## src/rtl/ccr_pkg.sv

```systemverilog
package ccr_pkg;
  localparam int NUM_FLAGS = 3;

  typedef enum logic [1:0] {
    FLAG_POS  = 2'd0,
    FLAG_ZERO = 2'd1,
    FLAG_NEG  = 2'd2
  } flag_idx_e;

  function automatic logic [NUM_FLAGS-1:0] cc_classify(input logic is_neg, input logic is_zero);
    logic [NUM_FLAGS-1:0] f;
    f = '0;
    if (is_neg)       f[FLAG_NEG]  = 1'b1;
    else if (is_zero) f[FLAG_ZERO] = 1'b1;
    else              f[FLAG_POS]  = 1'b1;
    return f;
  endfunction

  function automatic logic [NUM_FLAGS-1:0] cc_reset_value();
    logic [NUM_FLAGS-1:0] f;
    f = '0;
    f[FLAG_ZERO] = 1'b1;
    return f;
  endfunction
endpackage

```

## src/rtl/ccr_flag_reg.sv

```systemverilog
module ccr_flag_reg
  import ccr_pkg::*;
#(
  parameter int DATA_W = 16
) (
  input  logic                 clk,
  input  logic                 rst_n,
  input  logic                 wr_en,
  input  logic [DATA_W-1:0]    wr_data,
  output logic [NUM_FLAGS-1:0] flags_q,
  output logic [NUM_FLAGS-1:0] flags_d
);
  logic val_neg;
  logic val_zero;

  assign val_neg  = wr_data[DATA_W-1];
  assign val_zero = (wr_data == '0);
  assign flags_d  = cc_classify(val_neg, val_zero);

  always_ff @(posedge clk) begin
    if (!rst_n)     flags_q <= cc_reset_value();
    else if (wr_en) flags_q <= flags_d;
  end
endmodule

```

## src/rtl/ccr_br_decode.sv

```systemverilog
module ccr_br_decode
  import ccr_pkg::*;
#(
  parameter int INSTR_W = 16,
  parameter int OPC_W   = 4,
  parameter logic [OPC_W-1:0] OPC_BRANCH = '0,
  parameter int MASK_LSB = 9
) (
  input  logic [INSTR_W-1:0]   instr,
  input  logic [NUM_FLAGS-1:0] flags,
  output logic                 is_branch,
  output logic [NUM_FLAGS-1:0] cond_hit,
  output logic                 taken
);
  localparam int OPC_LSB = INSTR_W - OPC_W;

  logic [NUM_FLAGS-1:0] mask;

  assign is_branch = (instr[INSTR_W-1:OPC_LSB] == OPC_BRANCH);
  assign mask      = instr[MASK_LSB +: NUM_FLAGS];

  for (genvar g = 0; g < NUM_FLAGS; g++) begin : g_hit
    assign cond_hit[g] = mask[g] & flags[g];
  end

  assign taken = is_branch & (|cond_hit);
endmodule

```

## src/rtl/ccr_target_add.sv

```systemverilog
module ccr_target_add #(
  parameter int ADDR_W = 16,
  parameter int OFFS_W = 9
) (
  input  logic [ADDR_W-1:0] base,
  input  logic [OFFS_W-1:0] offset,
  output logic [ADDR_W-1:0] target
);
  localparam int EXT_W = ADDR_W - OFFS_W;

  function automatic logic [ADDR_W-1:0] sext_offset(input logic [OFFS_W-1:0] o);
    return {{EXT_W{o[OFFS_W-1]}}, o};
  endfunction

  logic [ADDR_W-1:0] offset_ext;

  assign offset_ext = sext_offset(offset);
  assign target     = base + offset_ext;
endmodule

```

## src/rtl/ccr_branch_unit.sv

```systemverilog
module ccr_branch_unit
  import ccr_pkg::*;
#(
  parameter int DATA_W  = 16,
  parameter int INSTR_W = 16,
  parameter int ADDR_W  = 16,
  parameter int OPC_W   = 4,
  parameter int OFFS_W  = 9
) (
  input  logic                 clk,
  input  logic                 rst_n,
  input  logic                 wr_en,
  input  logic [DATA_W-1:0]    wr_data,
  input  logic [INSTR_W-1:0]   instr,
  input  logic [ADDR_W-1:0]    pc_next,
  output logic [NUM_FLAGS-1:0] flags,
  output logic                 br_taken,
  output logic [ADDR_W-1:0]    br_target
);
  localparam int MASK_LSB = OFFS_W;

  logic [NUM_FLAGS-1:0] flags_q;
  logic [NUM_FLAGS-1:0] flags_next;
  logic                 is_branch;
  logic [NUM_FLAGS-1:0] cond_hit;

  ccr_flag_reg #(.DATA_W(DATA_W)) u_flags (
    .clk     (clk),
    .rst_n   (rst_n),
    .wr_en   (wr_en),
    .wr_data (wr_data),
    .flags_q (flags_q),
    .flags_d (flags_next)
  );

  ccr_br_decode #(
    .INSTR_W    (INSTR_W),
    .OPC_W      (OPC_W),
    .OPC_BRANCH ('0),
    .MASK_LSB   (MASK_LSB)
  ) u_decode (
    .instr     (instr),
    .flags     (flags_q),
    .is_branch (is_branch),
    .cond_hit  (cond_hit),
    .taken     (br_taken)
  );

  ccr_target_add #(.ADDR_W(ADDR_W), .OFFS_W(OFFS_W)) u_target (
    .base   (pc_next),
    .offset (instr[OFFS_W-1:0]),
    .target (br_target)
  );

  assign flags = flags_q;
endmodule

```

## config.mk

```make
export PLATFORM = sky130hd
export DESIGN_NAME = ccr_branch_unit
export DESIGN_NICKNAME = d
export VERILOG_FILES = /design/src/rtl/ccr_pkg.sv /design/src/rtl/ccr_flag_reg.sv /design/src/rtl/ccr_br_decode.sv /design/src/rtl/ccr_target_add.sv /design/src/rtl/ccr_branch_unit.sv
export SDC_FILE = /design/constraint.sdc
export NUM_CORES = 1
export LEC_CHECK = 0
export ABC_AREA = 0
export BUFFER_PORTS_ARGS = -buffer_cell sky130_fd_sc_hd__buf_4
export CAP_MARGIN = 10
export CORE_MARGIN = 2
export CORE_UTILIZATION = 40
export CTS_CLUSTER_DIAMETER = 200
export DETAILED_ROUTE_END_ITERATION = 6
export PLACE_DENSITY_LB_ADDON = 0.25
export SETUP_SLACK_MARGIN = 0.1
export SYNTH_ARGS = -nofsm -noshare
export SYNTH_HDL_FRONTEND = slang
export SYNTH_HIERARCHICAL = 1
export SYNTH_SLANG_ARGS = --single-unit
```

## constraint.sdc

```tcl
create_clock -name clk -period 2.8 [get_ports clk]
set_input_delay 0.28 -clock clk [delete_from_list [all_inputs] [get_ports clk]]
set_output_delay 0.28 -clock clk [all_outputs]
set_load 0.02 [all_outputs]
```

==> summary.txt <==
row count: 17
Setup TNS: 0 ps
drt wl/cell: 13.4 um
worst endpoint data arrival time: 2330 ps
port bufs: 70
Diodes inserted: 0
Starting Density: 42.0%
Pre-antenna DRT Iters: 4
Critical Path Sink Type: primary output
Sw Pwr: 0.231 mW
Crit Path Category: input port to primary output
I/O pin count: 71
status: completed
clk buf depth: 2
max frequency: 383 MHz
grt ovf: 0
DRT Wirelength: 2.97 mm
Synthesis Warnings: 6
Routability Congestion: 0.826
Worst-path clk slew: 40 ps
post-CTS setup repair buffer count: 0
CP cell instances: buf_4 -> ha_1 -> fa_1 -> a21o_2 -> a311oi_4 -> o21ai_1 -> a311oi_1 -> nor3_1 -> buf_4
CORE AREA: 2190 um^2
CP max stage cell: fa_1
share of cells above drive strength 1: 41.8%
die extent in y: 52.0 um
clock sinks: 3
chip width: 52.0 um
Largest regs: u_flags/flags_q (3)
Worst EP required: 2520 ps
max reg flops: 3
Syn Area/Cell: 7.67 um^2
post-cts sizing count: 0
final setup vio count: 0
critical path launch point type: input port
Worst Hold Class: input port to flip-flop
Most flops, register: u_flags/flags_q
Skew-Pair Late Insertion Delay: 230 ps
Clock Power Share: 14.9%
initial antenna violation count: 0
VDD IR max: 0.193 mV
Final #Nets: 262
Pwr Total: 0.520 mW
min Tclk post-route: 2610 ps
number of global-route vias before repair: 1119
hpwl dp: 2.53 mm
Max Transition Viols Final: 0
CTS root buf: clkbuf_4
# hold bufs at CTS: 0
largest net degree at the start of global routing: 9
Max FO, Critical Path: 3
Critical Path Most Common Cell: buf_4
Non-Filler Instances: 222
first-pass GRT wire length: 4.62 mm
leakage: 0.739 nW
Total GRT Usage: 22.3%
Mapped Cells: 120
period utilisation layout: 93.2%
max cap viols: 0
RSZ-0062 raised after global routing: true
vias post-DR: 1215
Comb pwr share: 75.9%
Seq pwr share: 9.2%
DRC errors left: 0
slowest stage delay, CP: 400 ps
Synth Net Count: 187
via density per instance: 5.47
initial DRC count: 9
Rel. slew slack: 68.9%
CTS buffer count: 3
Die ar.: 2700 um^2
Hold Fails Final Rpt: 0
H-tree Lvls: 1
Pint: 0.290 mW
Max Clock Skew: 0 ps
Antenna Violating Nets Remaining: 0
TritonCTS clock tree: yes
Post-Synthesis Cell Area: 921 um^2
Net Sw Frac: 44.3%
Least-Margin Pin Slew: 461 ps
P per Cell Area: 341 nW/um^2
# placed instances: 218
area grow syn2layout: 65.5%
[stage by stage]
| step | hold WS, ps | utilization [%] | setup WS [ps] | cell area [um^2] |
|---|---|---|---|---|
| after CTS | 269 | 68.8 | 136 | 1510 |
| after global placement | 480 | 67.6 | 187 | 1480 |
| after floorplan | 374 | - | 496 | 921 |
| after detailed placement | 496 | 67.6 | 167 | 1480 |
| final | 279 | 69.6 | 191 | 1520 |
| after global routing | 271 | 69.6 | 62.4 | 1520 |
[power groups by stage]
stage          Sequential (mW)  Combinational, mW  Clock, mW
6_report                0.0477              0.395     0.0775
5_1_grt                 0.0483              0.427     0.0819
3_3_place_gp            0.0482              0.379          0
4_1_cts                 0.0478              0.390     0.0797
2_1_floorplan           0.0513              0.221          0
3_5_place_dp            0.0485              0.388          0
[path summary, 6_finish.rpt]
| check | from | slack (ps) | to | cells past startpoint |
|---|---|---|---|---|
| hold reg to reg | u_flags/flags_q[0]$_SDFFE_PN0P_ | 500 | u_flags/flags_q[0]$_SDFFE_PN0P_ | 2 |
| setup reg to reg | u_flags/flags_q[1]$_SDFFE_PN1P_ | 2020 | u_flags/flags_q[1]$_SDFFE_PN1P_ | 3 |
| setup / recovery | instr[0] | 190 | br_target[10] | 9 |
| hold / removal | wr_en | 280 | u_flags/flags_q[0]$_SDFFE_PN0P_ | 2 |
[layout make-up]
cell class | instances | area [um^2]
Inverter | 5 | 18.8
Clock buffer | 4 | 26.3
Tap cell | 28 | 35.0
Multi-Input combinational cell | 112 | 858
Timing Repair Buffer | 70 | 526
Fill cell | 189 | 667
Sequential cell | 3 | 60.1
[critical path, delay by kind of cell]
kind | cells | cell delay (ps)
buffers and inverters | 2 | 290
AO/OA/AOI/OAI | 4 | 1070
AND/OR/NAND/NOR | 1 | 80
adder cells (fa/ha/maj) | 2 | 620
[cell usage in the layout (no fill, tap or decap), drive strengths merged, types with 4 or more instances in the layout]
master,instances
buf,70
a21oi,17
ha,15
nand2,10
xnor2,10
o21ai,9
inv,5
nand3,5
xor2,5
nor4,5
clkbuf,4
[routing by layer]
layer,up-vias,wire (um),GRT usage [%]
met3,2,229,3.45
met5,-,0,0
met1,559,1090,23.7
li1,605,-,-
met4,0,8,7.89
met2,49,1650,43.2
Note: power is estimated with default switching activity, not from simulation.
